### config.mk
export PLATFORM = sky130hd
export DESIGN_NAME = tagdir_top
export DESIGN_NICKNAME = d
export VERILOG_FILES = /design/src/rtl/tagdir_pkg.sv /design/src/rtl/tagdir_decode.sv /design/src/rtl/tagdir_match.sv /design/src/rtl/tagdir_lru.sv /design/src/rtl/tagdir_top.sv
export SDC_FILE = /design/constraint.sdc
export NUM_CORES = 1
export LEC_CHECK = 0
export BUFFER_PORTS_ARGS = -buffer_cell sky130_fd_sc_hd__buf_2
export CAP_MARGIN = 20
export CORE_AREA = 3 3 177 222
export CTS_BUF_LIST = sky130_fd_sc_hd__clkbuf_2 sky130_fd_sc_hd__clkbuf_4 sky130_fd_sc_hd__clkbuf_8
export DETAILED_ROUTE_END_ITERATION = 7
export DIE_AREA = 0 0 180 225
export PLACE_DENSITY_LB_ADDON = 0.05
export SYNTH_ARGS = -nofsm -noshare
export SYNTH_HDL_FRONTEND = slang
export SYNTH_SLANG_ARGS = --single-unit
### constraint.sdc
create_clock -name clk -period 8.1 [get_ports clk]
set_input_delay 0.81 -clock clk [delete_from_list [all_inputs] [get_ports clk]]
set_output_delay 0.81 -clock clk [all_outputs]
set_load 0.03 [all_outputs]
### src/rtl/tagdir_pkg.sv
package tagdir_pkg;

    typedef enum logic [2:0] {
        PERM_ABSENT = 3'd0,
        PERM_INVAL  = 3'd1,
        PERM_RDONLY = 3'd2,
        PERM_RDWR   = 3'd3,
        PERM_BUSY   = 3'd4
    } perm_e;

    typedef enum logic [3:0] {
        OP_ACCESS   = 4'd0,
        OP_PRESENT  = 4'd1,
        OP_AVAIL    = 4'd2,
        OP_ALLOC    = 4'd3,
        OP_DEALLOC  = 4'd4,
        OP_PROBE    = 4'd5,
        OP_SETPERM  = 4'd6,
        OP_LOCKSET  = 4'd7,
        OP_LOCKCLR  = 4'd8,
        OP_LOCKTEST = 4'd9,
        OP_READIDX  = 4'd10
    } op_e;

    typedef enum logic [1:0] {
        KIND_LOAD  = 2'd0,
        KIND_FETCH = 2'd1,
        KIND_STORE = 2'd2
    } kind_e;

endpackage

### src/rtl/tagdir_decode.sv
module tagdir_decode #(
    parameter int ADDR_W    = 16,
    parameter int OFF_BITS  = 4,
    parameter int INDEX_LSB = 4,
    parameter int SET_W     = 2
) (
    input  logic [ADDR_W-1:0] addr_i,
    output logic [SET_W-1:0]  set_o,
    output logic [ADDR_W-1:0] line_o
);
    localparam logic [ADDR_W-1:0] OFF_MASK = (ADDR_W'(1) << OFF_BITS) - ADDR_W'(1);

    always_comb begin
        line_o = addr_i & ~OFF_MASK;
        set_o  = addr_i[INDEX_LSB +: SET_W];
    end
endmodule

### src/rtl/tagdir_match.sv
module tagdir_match
    import tagdir_pkg::*;
#(
    parameter int WAYS   = 4,
    parameter int ADDR_W = 16,
    localparam int WAY_W = $clog2(WAYS)
) (
    input  logic [WAYS-1:0]             used_i,
    input  logic [WAYS-1:0][2:0]        perm_i,
    input  logic [WAYS-1:0][ADDR_W-1:0] line_i,
    input  logic [ADDR_W-1:0]           key_i,
    output logic                        pres_hit_o,
    output logic [WAY_W-1:0]            pres_way_o,
    output logic                        any_hit_o,
    output logic [WAY_W-1:0]            any_way_o,
    output logic                        free_o,
    output logic [WAY_W-1:0]            free_way_o
);
    logic [WAYS-1:0] tag_eq;
    logic [WAYS-1:0] pres_eq;
    logic [WAYS-1:0] empty;

    for (genvar w = 0; w < WAYS; w++) begin : g_way
        assign tag_eq[w]  = used_i[w] && (line_i[w] == key_i);
        assign pres_eq[w] = tag_eq[w] && (perm_i[w] != PERM_ABSENT);
        assign empty[w]   = !used_i[w] || (perm_i[w] == PERM_ABSENT);
    end

    // lowest index wins: scan downward so the last assignment is the lowest
    always_comb begin
        pres_hit_o = 1'b0;
        pres_way_o = '0;
        any_hit_o  = 1'b0;
        any_way_o  = '0;
        free_o     = 1'b0;
        free_way_o = '0;
        for (int w = WAYS - 1; w >= 0; w--) begin
            if (pres_eq[w]) begin
                pres_hit_o = 1'b1;
                pres_way_o = WAY_W'(w);
            end
            if (tag_eq[w]) begin
                any_hit_o = 1'b1;
                any_way_o = WAY_W'(w);
            end
            if (empty[w]) begin
                free_o     = 1'b1;
                free_way_o = WAY_W'(w);
            end
        end
    end
endmodule

### src/rtl/tagdir_lru.sv
module tagdir_lru #(
    parameter int SETS = 4,
    parameter int WAYS = 4,
    localparam int SET_W = $clog2(SETS),
    localparam int WAY_W = $clog2(WAYS)
) (
    input  logic             clk,
    input  logic             rst_n,
    input  logic             touch_i,
    input  logic [SET_W-1:0] tset_i,
    input  logic [WAY_W-1:0] tway_i,
    input  logic [SET_W-1:0] qset_i,
    output logic [WAY_W-1:0] victim_o
);
    localparam logic [WAY_W-1:0] OLDEST = WAY_W'(WAYS - 1);

    logic [SETS-1:0][WAYS-1:0][WAY_W-1:0] age_d, age_q;

    always_comb begin
        age_d = age_q;
        if (touch_i) begin
            for (int w = 0; w < WAYS; w++) begin
                if (WAY_W'(w) == tway_i) begin
                    age_d[tset_i][w] = '0;
                end else if (age_q[tset_i][w] < age_q[tset_i][tway_i]) begin
                    age_d[tset_i][w] = age_q[tset_i][w] + WAY_W'(1);
                end
            end
        end
    end

    always_comb begin
        victim_o = '0;
        for (int w = 0; w < WAYS; w++) begin
            if (age_q[qset_i][w] == OLDEST) begin
                victim_o = WAY_W'(w);
            end
        end
    end

    always_ff @(posedge clk) begin
        if (!rst_n) begin
            for (int s = 0; s < SETS; s++) begin
                for (int w = 0; w < WAYS; w++) begin
                    age_q[s][w] <= WAY_W'(w);
                end
            end
        end else begin
            age_q <= age_d;
        end
    end

    for (genvar s = 0; s < SETS; s++) begin : g_set_chk
        logic [WAYS-1:0] is_old;
        for (genvar w = 0; w < WAYS; w++) begin : g_w
            assign is_old[w] = (age_q[s][w] == OLDEST);
        end

        single_oldest_chk: assert property (@(posedge clk) disable iff (!rst_n)
            $countones(is_old) == 1);
    end


    touched_newest_chk: assert property (@(posedge clk) disable iff (!rst_n)
        touch_i |=> age_q[$past(tset_i)][$past(tway_i)] == '0);
endmodule

### src/rtl/tagdir_top.sv
module tagdir_top
    import tagdir_pkg::*;
#(
    parameter int ADDR_W      = 16,
    parameter int CACHE_BYTES = 256,
    parameter int WAYS        = 4,
    parameter int LINE_BYTES  = 16,
    parameter int INDEX_LSB   = 4,
    parameter int CTX_W       = 4,
    localparam int SETS     = CACHE_BYTES / WAYS / LINE_BYTES,
    localparam int SET_W    = $clog2(SETS),
    localparam int WAY_W    = $clog2(WAYS),
    localparam int OFF_BITS = $clog2(LINE_BYTES),
    localparam int IDX_W    = $clog2(SETS * WAYS)
) (
    input  logic              clk,
    input  logic              rst_n,
    input  logic              req_valid,
    output logic              req_ready,
    input  logic [3:0]        req_op,
    input  logic [ADDR_W-1:0] req_addr,
    input  logic [1:0]        req_kind,
    input  logic [2:0]        req_perm,
    input  logic [CTX_W-1:0]  req_ctx,
    input  logic              req_touch,
    input  logic [IDX_W-1:0]  req_idx,
    output logic              rsp_valid,
    output logic              rsp_hit,
    output logic [WAY_W-1:0]  rsp_way,
    output logic              rsp_grant,
    output logic [ADDR_W-1:0] rsp_addr,
    output logic              err_flag
);
    typedef struct packed {
        logic              used;
        logic [ADDR_W-1:0] line;
        logic [2:0]        perm;
        logic              lkv;
        logic [CTX_W-1:0]  owner;
    } way_t;

    typedef struct packed {
        way_t [SETS-1:0][WAYS-1:0] ways;
        logic                      ready;
        logic                      vld;
        logic [3:0]                op;
        logic                      hit;
        logic [WAY_W-1:0]          way;
        logic                      grant;
        logic [ADDR_W-1:0]         addr;
        logic                      err;
    } state_t;

    state_t s_d, s_q;

    logic [SET_W-1:0]             a_set;
    logic [ADDR_W-1:0]            a_line;
    logic [SET_W-1:0]             x_set;
    logic [WAY_W-1:0]             x_way;
    logic [WAYS-1:0]              row_used;
    logic [WAYS-1:0][2:0]         row_perm;
    logic [WAYS-1:0][ADDR_W-1:0]  row_line;
    logic                         pres_hit, any_hit, free_any;
    logic [WAY_W-1:0]             pres_way, any_way, free_way;
    logic [WAY_W-1:0]             victim;
    logic                         touch_en;
    logic [WAY_W-1:0]             touch_way;
    logic                         fire;
    way_t                         hw;
    way_t                         xw;
    logic                         rd_ok;

    tagdir_decode #(
        .ADDR_W   (ADDR_W),
        .OFF_BITS (OFF_BITS),
        .INDEX_LSB(INDEX_LSB),
        .SET_W    (SET_W)
    ) u_decode (
        .addr_i (req_addr),
        .set_o  (a_set),
        .line_o (a_line)
    );

    always_comb begin
        for (int w = 0; w < WAYS; w++) begin
            row_used[w] = s_q.ways[a_set][w].used;
            row_perm[w] = s_q.ways[a_set][w].perm;
            row_line[w] = s_q.ways[a_set][w].line;
        end
    end

    tagdir_match #(
        .WAYS  (WAYS),
        .ADDR_W(ADDR_W)
    ) u_match (
        .used_i     (row_used),
        .perm_i     (row_perm),
        .line_i     (row_line),
        .key_i      (a_line),
        .pres_hit_o (pres_hit),
        .pres_way_o (pres_way),
        .any_hit_o  (any_hit),
        .any_way_o  (any_way),
        .free_o     (free_any),
        .free_way_o (free_way)
    );

    tagdir_lru #(
        .SETS(SETS),
        .WAYS(WAYS)
    ) u_lru (
        .clk      (clk),
        .rst_n    (rst_n),
        .touch_i  (touch_en),
        .tset_i   (a_set),
        .tway_i   (touch_way),
        .qset_i   (a_set),
        .victim_o (victim)
    );

    always_comb begin
        fire      = req_valid && s_q.ready;
        x_set     = SET_W'(32'(req_idx) / WAYS);
        x_way     = WAY_W'(32'(req_idx) % WAYS);
        hw        = s_q.ways[a_set][pres_way];
        xw        = s_q.ways[x_set][x_way];
        rd_ok     = xw.used && (xw.perm != PERM_ABSENT) && (xw.perm != PERM_INVAL);
        touch_en  = 1'b0;
        touch_way = pres_way;

        s_d       = s_q;
        s_d.ready = 1'b1;
        s_d.vld   = 1'b0;
        s_d.op    = '0;
        s_d.hit   = 1'b0;
        s_d.way   = '0;
        s_d.grant = 1'b0;
        s_d.addr  = '0;

        if (fire) begin
            s_d.vld = 1'b1;
            s_d.op  = req_op;
            case (req_op)
                OP_ACCESS: begin
                    s_d.hit   = pres_hit;
                    s_d.way   = pres_hit ? pres_way : '0;
                    s_d.grant = pres_hit && ((hw.perm == PERM_RDWR) ||
                                ((hw.perm == PERM_RDONLY) &&
                                 ((req_kind == KIND_LOAD) || (req_kind == KIND_FETCH))));
                    touch_en  = pres_hit;
                end
                OP_PRESENT, OP_LOCKSET, OP_LOCKCLR, OP_DEALLOC: begin
                    s_d.hit   = pres_hit;
                    s_d.way   = pres_hit ? pres_way : '0;
                    s_d.grant = pres_hit;
                    if (pres_hit) begin
                        if (req_op == OP_LOCKSET) begin
                            s_d.ways[a_set][pres_way].lkv   = 1'b1;
                            s_d.ways[a_set][pres_way].owner = req_ctx;
                        end else if (req_op == OP_LOCKCLR) begin
                            s_d.ways[a_set][pres_way].lkv   = 1'b0;
                            s_d.ways[a_set][pres_way].owner = '0;
                        end else if (req_op == OP_DEALLOC) begin
                            s_d.ways[a_set][pres_way] = '0;
                        end
                    end
                end
                OP_LOCKTEST: begin
                    s_d.hit   = pres_hit;
                    s_d.way   = pres_hit ? pres_way : '0;
                    s_d.grant = pres_hit && hw.lkv && (hw.owner == req_ctx);
                end
                OP_AVAIL: begin
                    s_d.hit   = any_hit;
                    s_d.way   = any_hit ? any_way : '0;
                    s_d.grant = any_hit || free_any;
                end
                OP_SETPERM: begin
                    s_d.hit   = any_hit;
                    s_d.way   = any_hit ? any_way : '0;
                    s_d.grant = any_hit;
                    if (any_hit) begin
                        s_d.ways[a_set][any_way].perm = req_perm;
                    end
                end
                OP_ALLOC: begin
                    s_d.hit = pres_hit;
                    if (free_any && !pres_hit) begin
                        s_d.grant                          = 1'b1;
                        s_d.way                            = free_way;
                        s_d.ways[a_set][free_way].used     = 1'b1;
                        s_d.ways[a_set][free_way].line     = a_line;
                        s_d.ways[a_set][free_way].perm     = PERM_INVAL;
                        s_d.ways[a_set][free_way].lkv      = 1'b0;
                        s_d.ways[a_set][free_way].owner    = '0;
                        touch_en                           = req_touch;
                        touch_way                          = free_way;
                    end else begin
                        s_d.way = pres_hit ? pres_way : '0;
                        s_d.err = 1'b1;
                    end
                end
                OP_PROBE: begin
                    s_d.grant = !free_any;
                    s_d.way   = free_any ? '0 : victim;
                    s_d.addr  = free_any ? '0 : row_line[victim];
                end
                OP_READIDX: begin
                    s_d.way   = x_way;
                    s_d.grant = rd_ok;
                    s_d.addr  = rd_ok ? xw.line : '0;
                end
                default: ;
            endcase
        end
    end

    always_ff @(posedge clk) begin
        if (!rst_n) begin
            s_q <= '0;
        end else begin
            s_q <= s_d;
        end
    end

    assign req_ready = s_q.ready;
    assign rsp_valid = s_q.vld;
    assign rsp_hit   = s_q.hit;
    assign rsp_way   = s_q.way;
    assign rsp_grant = s_q.grant;
    assign rsp_addr  = s_q.addr;
    assign err_flag  = s_q.err;


    rsp_follows_req_chk: assert property (@(posedge clk) disable iff (!rst_n)
        (req_valid && req_ready) |=> rsp_valid);


    rsp_idle_chk: assert property (@(posedge clk) disable iff (!rst_n)
        !(req_valid && req_ready) |=> !rsp_valid && !rsp_grant && !rsp_hit);


    err_sticky_chk: assert property (@(posedge clk) disable iff (!rst_n)
        err_flag |=> err_flag);


    grant_needs_hit_chk: assert property (@(posedge clk) disable iff (!rst_n)
        (rsp_valid && (s_q.op == OP_ACCESS) && rsp_grant) |-> rsp_hit);


    probe_full_chk: assert property (@(posedge clk) disable iff (!rst_n)
        (req_valid && req_ready && (req_op == OP_PROBE) && free_any) |=> !rsp_grant);
endmodule

; ---- Word level (Yosys, flattened, before mapping)
; Index checks and enable logic that the tools add are counted.
; Widths: inputs -> output; s select.
[word_totals]
ff_bits = 455
[op_classes]
bitwise = 11
mux = 137
eq_ne = 29
n_reduce_logical = 52
add_sub_neg = 4
magnitude_cmp = 16
[ops]
columns = cell, count
row1 = $bwmux 400, 10
row2 = $mux 400, 6
row3 = $demux 100 s2, 9
row4 = $pmux 400 s3, 1
row5 = $mux 100, 11
row6 = $demux 25 s2, 9
row7 = $and 400x400->400, 1
row8 = $bmux 100 s2, 2
row9 = $not 400->400, 1
row10 = $mux 32, 11
row11 = $and 32x32->32, 4
row12 = $bwmux 32, 4
row13 = $not 32->32, 4
row14 = $bmux 25 s2, 2
row15 = $mux 25, 3
row16 = $demux 8 s2, 4
row17 = $eq 16x16->1, 4
row18 = $mux 16, 3
row19 = $mux 2, 23
row20 = $mux 8, 5
row21 = $bmux 16 s2, 1
row22 = $pmux 16 s2, 1
row23 = $mux 27, 1
row24 = $mux 26, 1
row25 = other kinds (40), 128

; ---- Depth between registers and ports, before layout
[depth]
depth_word = 31
ltp_mapped = 22

; ---- Modules after synthesis
; A second synthesis with hierarchy kept.
[hier_totals]
cells_unflattened = 2392
hier_area_um2 = 24528.5
[by_module_without_submodules]
columns = module, area_each_um2, seq_area_each_um2, cells_each, instances
row1 = tagdir_top, 21042.7, 8468.1, 1967, 1
row2 = tagdir_lru, 2454.9, 640.6, 288, 1
row3 = tagdir_match, 892.1, 0.0, 118, 1
row4 = tagdir_decode, 138.9, 0.0, 19, 1

; ---- Worst setup path before layout
; No wires, ideal clock.
[synth_timing]
path_type = input-to-reg
start = in req_addr[4]
end = reg s_q, in the netlist rsp_addr[13]
stages = 20
n_path_buf = 11
t_arrival_ps = 5015
path_slack_ps = 2958
required_time_ps = 7972
cell_sequence = buf_6 -> buf_12 -> buf_12 -> buf_12 -> buf_8 -> buf_6 -> buf_6 -> buf_2 -> buf_1 -> mux2i_1 -> a21oi_1 -> ha_1 -> clkbuf_1 -> buf_1 -> mux4_2 -> nand2_1 -> a311oi_1 -> a31o_2 -> a22oi_1 -> nor2_1
[synth_between]
elab_chain_len = 10
elab_cells_between_ends = 30
[synth_lines]
columns = item, line
row1 = "start, declared", tagdir_top.sv:21  ; input logic [ADDR_W-1:0] req_addr,
row2 = $bmux 8 s2 / $bmux 100 s2 (equally long branches), n/a
row3 = $mux 8 (implied by the code) / $mux 100 (equally long branches), "tagdir_lru.sv:35, tagdir_top.sv:86"
row4 = "$eq 2x2->1, or another cell as far along", tagdir_lru.sv:35  ; if (age_q[qset_i][w] == OLDEST) begin
row5 = $mux 1 / $logic_or 1x1->1 (equally long branches), "tagdir_lru.sv:35, tagdir_match.sv:26"
row6 = $mux 2 / $mux 1 (equally long branches) (2 in series), "tagdir_lru.sv:35, tagdir_match.sv:46"
row7 = $bmux 16 s2 / $mux 1 (equally long branches), "tagdir_top.sv:206, tagdir_match.sv:46"
row8 = $mux 16 (implied by the code) / $mux 1 (equally long branches), "tagdir_top.sv:206, tagdir_match.sv:46"
row9 = $mux 16 *, tagdir_top.sv:206  ; s_d.addr = free_any ? '0 : row_line[victim];
row10 = $pmux 16 s2 *, tagdir_top.sv:143  ; case (req_op)
row11 = "end signal, assigned", tagdir_top.sv:220  ; s_q <= '0;
row12 = "end signal, assigned", tagdir_top.sv:222  ; s_q <= s_d;
row13 = "end, declared", tagdir_top.sv:54  ; state_t s_d, s_q;
; Mark *: on every way between the ends. The rest lies on a longest branch, timed or not. The select of a mux whose other input is x is not followed.
; A chain may end at the register's enable or synchronous reset.

; ---- Worst setup path after layout
[layout_timing]
start = in req_addr[4]
end = reg s_q[394] (netlist bit)
[layout_between]
elab_chain_len = 22
elab_cells_between_ends = 117
[layout_lines]
columns = item, line
row1 = $bmux 100 s2, "tagdir_top.sv:86, tagdir_top.sv:87, tagdir_top.sv:88"
row2 = $mux 100 (implied by the code), tagdir_top.sv:86  ; row_used[w] = s_q.ways[a_set][w].used;
row3 = $eq 16x16->1, tagdir_match.sv:24  ; assign tag_eq[w] = used_i[w] && (line_i[w] == key_i);
row4 = $logic_and 1x1->1, tagdir_match.sv:24
row5 = $logic_and 1x1->1, tagdir_match.sv:25  ; assign pres_eq[w] = tag_eq[w] && (perm_i[w] != PERM_ABSENT);
row6 = $mux 2 (4 in series), tagdir_match.sv:38  ; if (pres_eq[w]) begin
row7 = $lt 2x3->1 (implied by the code) / $ge 2x1->1 (equally long branches), tagdir_top.sv:164  ; s_d.ways[a_set][pres_way] = '0;
row8 = $logic_and 1x1->1 (implied by the code), tagdir_top.sv:164
row9 = (+3 left out), n/a
row10 = $demux 100 s2, tagdir_top.sv:164
row11 = $not 400->400 (no source line), n/a
row12 = $and 400x400->400 (no source line), n/a
row13 = $mux 400, tagdir_top.sv:163  ; end else if (req_op == OP_DEALLOC) begin
row14 = $mux 400, tagdir_top.sv:160  ; end else if (req_op == OP_LOCKCLR) begin
row15 = $mux 400, tagdir_top.sv:157  ; if (req_op == OP_LOCKSET) begin
row16 = $mux 400, tagdir_top.sv:156  ; if (pres_hit) begin
row17 = $pmux 400 s3, tagdir_top.sv:143
; Parallel ways exist; a longest one is shown, timed or not. The select of a mux whose other input is x is not followed.

==> impl_metrics.toml <==
[power_and_ir_drop]
p_leak_uw = 0.009324
power.total_uw = 4766
power_density_nw_per_um2 = 182.2
peakVddDrop_v = 0.0001439

[clocking]
cts_tree = "built"
htree_levels = 3
clk_pin_slew_ns = 0.06
clockRootBuffer = "clkbuf_8"
cts_made_buffers = 73
clk_latency_ns = 0.68
post_cts_buffers = 0
cts_buffer_depth = 3
cts-hold-fix-buffers = 0
clkSinkCount = 455
post_cts_resized = 0

[synth]
seq_area_frac_synth_pct = 37.58
yosysUniqueCellTypes = 96
synthTopCellsByArea = "dfxtp_1 (38%), mux4_2 (16%), a22oi_1 (5.8%)"
synth_seq_cells = 455
ys_dominant_reg_cell = "dfxtp_1"
synth_edf_count = 0
synth_largest_area_cell = "dfxtp_1"
yosys_warnings = 0
synth_most_common_cell = "dfxtp_1"
synth_common_cells = "dfxtp_1 (455), nor2_1 (347), nand2_1 (213)"
synth_area_per_cell_um2 = 9.656
synth_top_area_share_pct = 37.58
netlist_area_um2 = 24240
synth_fp_nets = 2550
netlist_instances = 2510
synthArstFlopShare_pct = 0

[worst_hold_path]
min_to = "s_q[178]"
min_from = "s_q[178]"
hold_path_class = "reg -> reg"
min_path_cells = 2

[critical_path]
cp_slowest_cell = "o31a_1"
start_kind = "input pin"
critPathKind = "in -> reg"
crit_top_cell = "nand4_1"
cp_top_family = "simple AND/OR/NAND/NOR gates"
end_kind = "flop"
max_stage_delay_ns = 0.96
cp.arrival_ns = 6.76
rr_endpoint = "s_q[394]"
ff2ff_path_depth = 13
rrSetupSlack_ns = 2.41
critPathBufInv = 2
critical_path.cell_chain = "clkbuf_8 -> mux4_1 -> xnor2_1 -> nand4_1 -> or3b_1 -> or4_1 -> nand4_1 -> o21ai_4 -> and2_1 -> nand3_2 -> buf_4 -> o31a_1 -> nand2_1 -> o21ai_0"
rr_startpoint = "s_q[173]"
worstPathRequired_ns = 8.67
crit_fanout = 54

[drt]
drcViolationCount = 0
wl_per_cell_um = 29.61
dr.pass1.iters = 6
drt_iter0_markers = 2845
wirelength_um = 89380
vias_per_cell = 7.378
num_vias = 22270
ant_nets = 0

[final_layout]
syn_to_final_growth_pct = 7.945
final_nets = 2520
regArea_um2 = 9109
fillers = 2863
layout-drive-gt1-share_pct = 19.55
antenna_cells = 0
multiInputGateArea_um2 = 13870

[run]
maxCapViolCount = 0

[timing]
final.setup_skew_ns = 0.04152
whs_ns = 0.4510
slew_viol_final = 0
setup_violations = 0
worst_slew_pin_slew_ns = 1.195
slew_headroom_pct = 20.35
period_minus_slack_ns = 6.190
setup_tns_ns = 0
rsz0062_at_grt = "no"
fmax_mhz = 161.5
hold_viol = 0
post-route-period-util_pct = 76.42

[placement]
gp_congestion = 0.9960
dpl.hpwl_um = 58430
io_buffers = 54

[global_routing]
grt_first_pass_wirelength_um = 132600
grt-ovfl-total = 0
grt_pass1_vias = 21510
antenna_found_initial = 0
grt_max_degree = 111
grt_usage_pct = 43.06

[floorplan]
rows = 79
die_x_um = 180
ios = 60
core_area_um2 = 37260
start_util_pct = 65.04
dieHeight_um = 225
dieArea_um2 = 40500

[status]
status = "finished clean"
## flip-flops by register name (all words and copies together), names as in the netlist
signal       count
rsp_grant        1
err_flag         1
s_q            400
rsp_addr        16
rsp_valid        1
rsp_hit          1
req_ready        1
rsp_way          2
u_lru.age_q     32
## per-layer routing
layer / vias to the layer above / track usage [%] / share of wire [%]
met4: 0 / 33.55 / 9.2
met2: 1714 / 66.01 / 44
met3: 456 / 9.655 / 12
li1: 9308 / - / -
met1: 10790 / 53.06 / 35
met5: - / 0 / 0
## logic make-up (layout without fill, tap and decap cells)
kind of cell    Yosys count  in the layout  synth area share (%)
compound gates          635            635                 17.43
buf+inv                 259            281                 5.400
simple gates            851            851                 16.44
xor+xnor                 50             50                 1.807
flops                   455            455                 37.58
mux                     254            254                 21.05
fa+ha+maj                 6              6                0.2788
## report_power, final
group / internal [µW] / switching (µW)
combinational: 84.8 / 236
sequential: 2240 / 0.619
clock: 1220 / 986
## worst reg2reg max path, stage by stage, from the launching register on
cell     delay [ns]
dfxtp_1        0.34
mux4_1         0.55
xnor2_1        0.46
nand4_1        0.45
or3b_1         0.64
or4_1          0.60
nand4_1        0.29
o21ai_4        0.12
and2_1         0.29
nand3_2        0.23
buf_4          0.38
o31a_1         0.97
nand2_1        0.13
o21ai_0        0.14
## cell usage in the layout (no fill, tap or decap), types with 23 or more instances in the layout
cell type,n
buf_2,50
mux4_2,171
clkbuf_8,96
dfxtp_1,455
nand2_1,213
a22oi_1,186
a21oi_1,120
o211ai_1,41
nor2_1,345
mux2i_1,47
xnor2_1,39
nand3_1,48
inv_1,23
and2_1,35
nor3_1,29
o21ai_0,148
buf_4,76
and3_1,66
## worst max-delay path by stage
stage | startpoint | to | slack [ns] | cells after the start
2_1_floorplan | req_addr[4] | rsp_addr[13] | 2.96 | 20
4_1_cts | req_addr[4] | s_q[394] | 2.27 | 15
6_report | req_addr[4] | s_q[394] | 1.91 | 14
3_5_place_dp | req_addr[4] | s_q[394] | 1.62 | 15
3_3_place_gp | req_addr[4] | s_q[385] | 1.74 | 13
5_1_grt | req_addr[4] | s_q[394] | 1.90 | 15
## layout make-up
type / instances / share of cell area [%]
clock buffers: 110 / 5.428
clock inverters: 17 / 0.6887
inverters: 25 / 0.3874
multi-input cells: 1796 / 53.01
flip-flops and latches: 455 / 34.82
well taps: 486 / 2.324
repair buffers: 129 / 3.343
## per-stage QoR
| stage | instances | worst slack, ns | utilization (%) | instance area (µm²) |
|---|---|---|---|---|
| after global routing | 3018 | 1.896 | 70.20 | 26160 |
| final | 3018 | 1.910 | 70.20 | 26160 |
| after floorplan | 2510 | 2.958 | - | 24240 |
| after detailed placement | 2890 | 1.619 | 65.90 | 24560 |
| after global placement | 2890 | 1.738 | 65.90 | 24560 |
| after CTS | 3017 | 2.273 | 70.19 | 26160 |
Note: power is estimated with default switching activity, not from simulation.
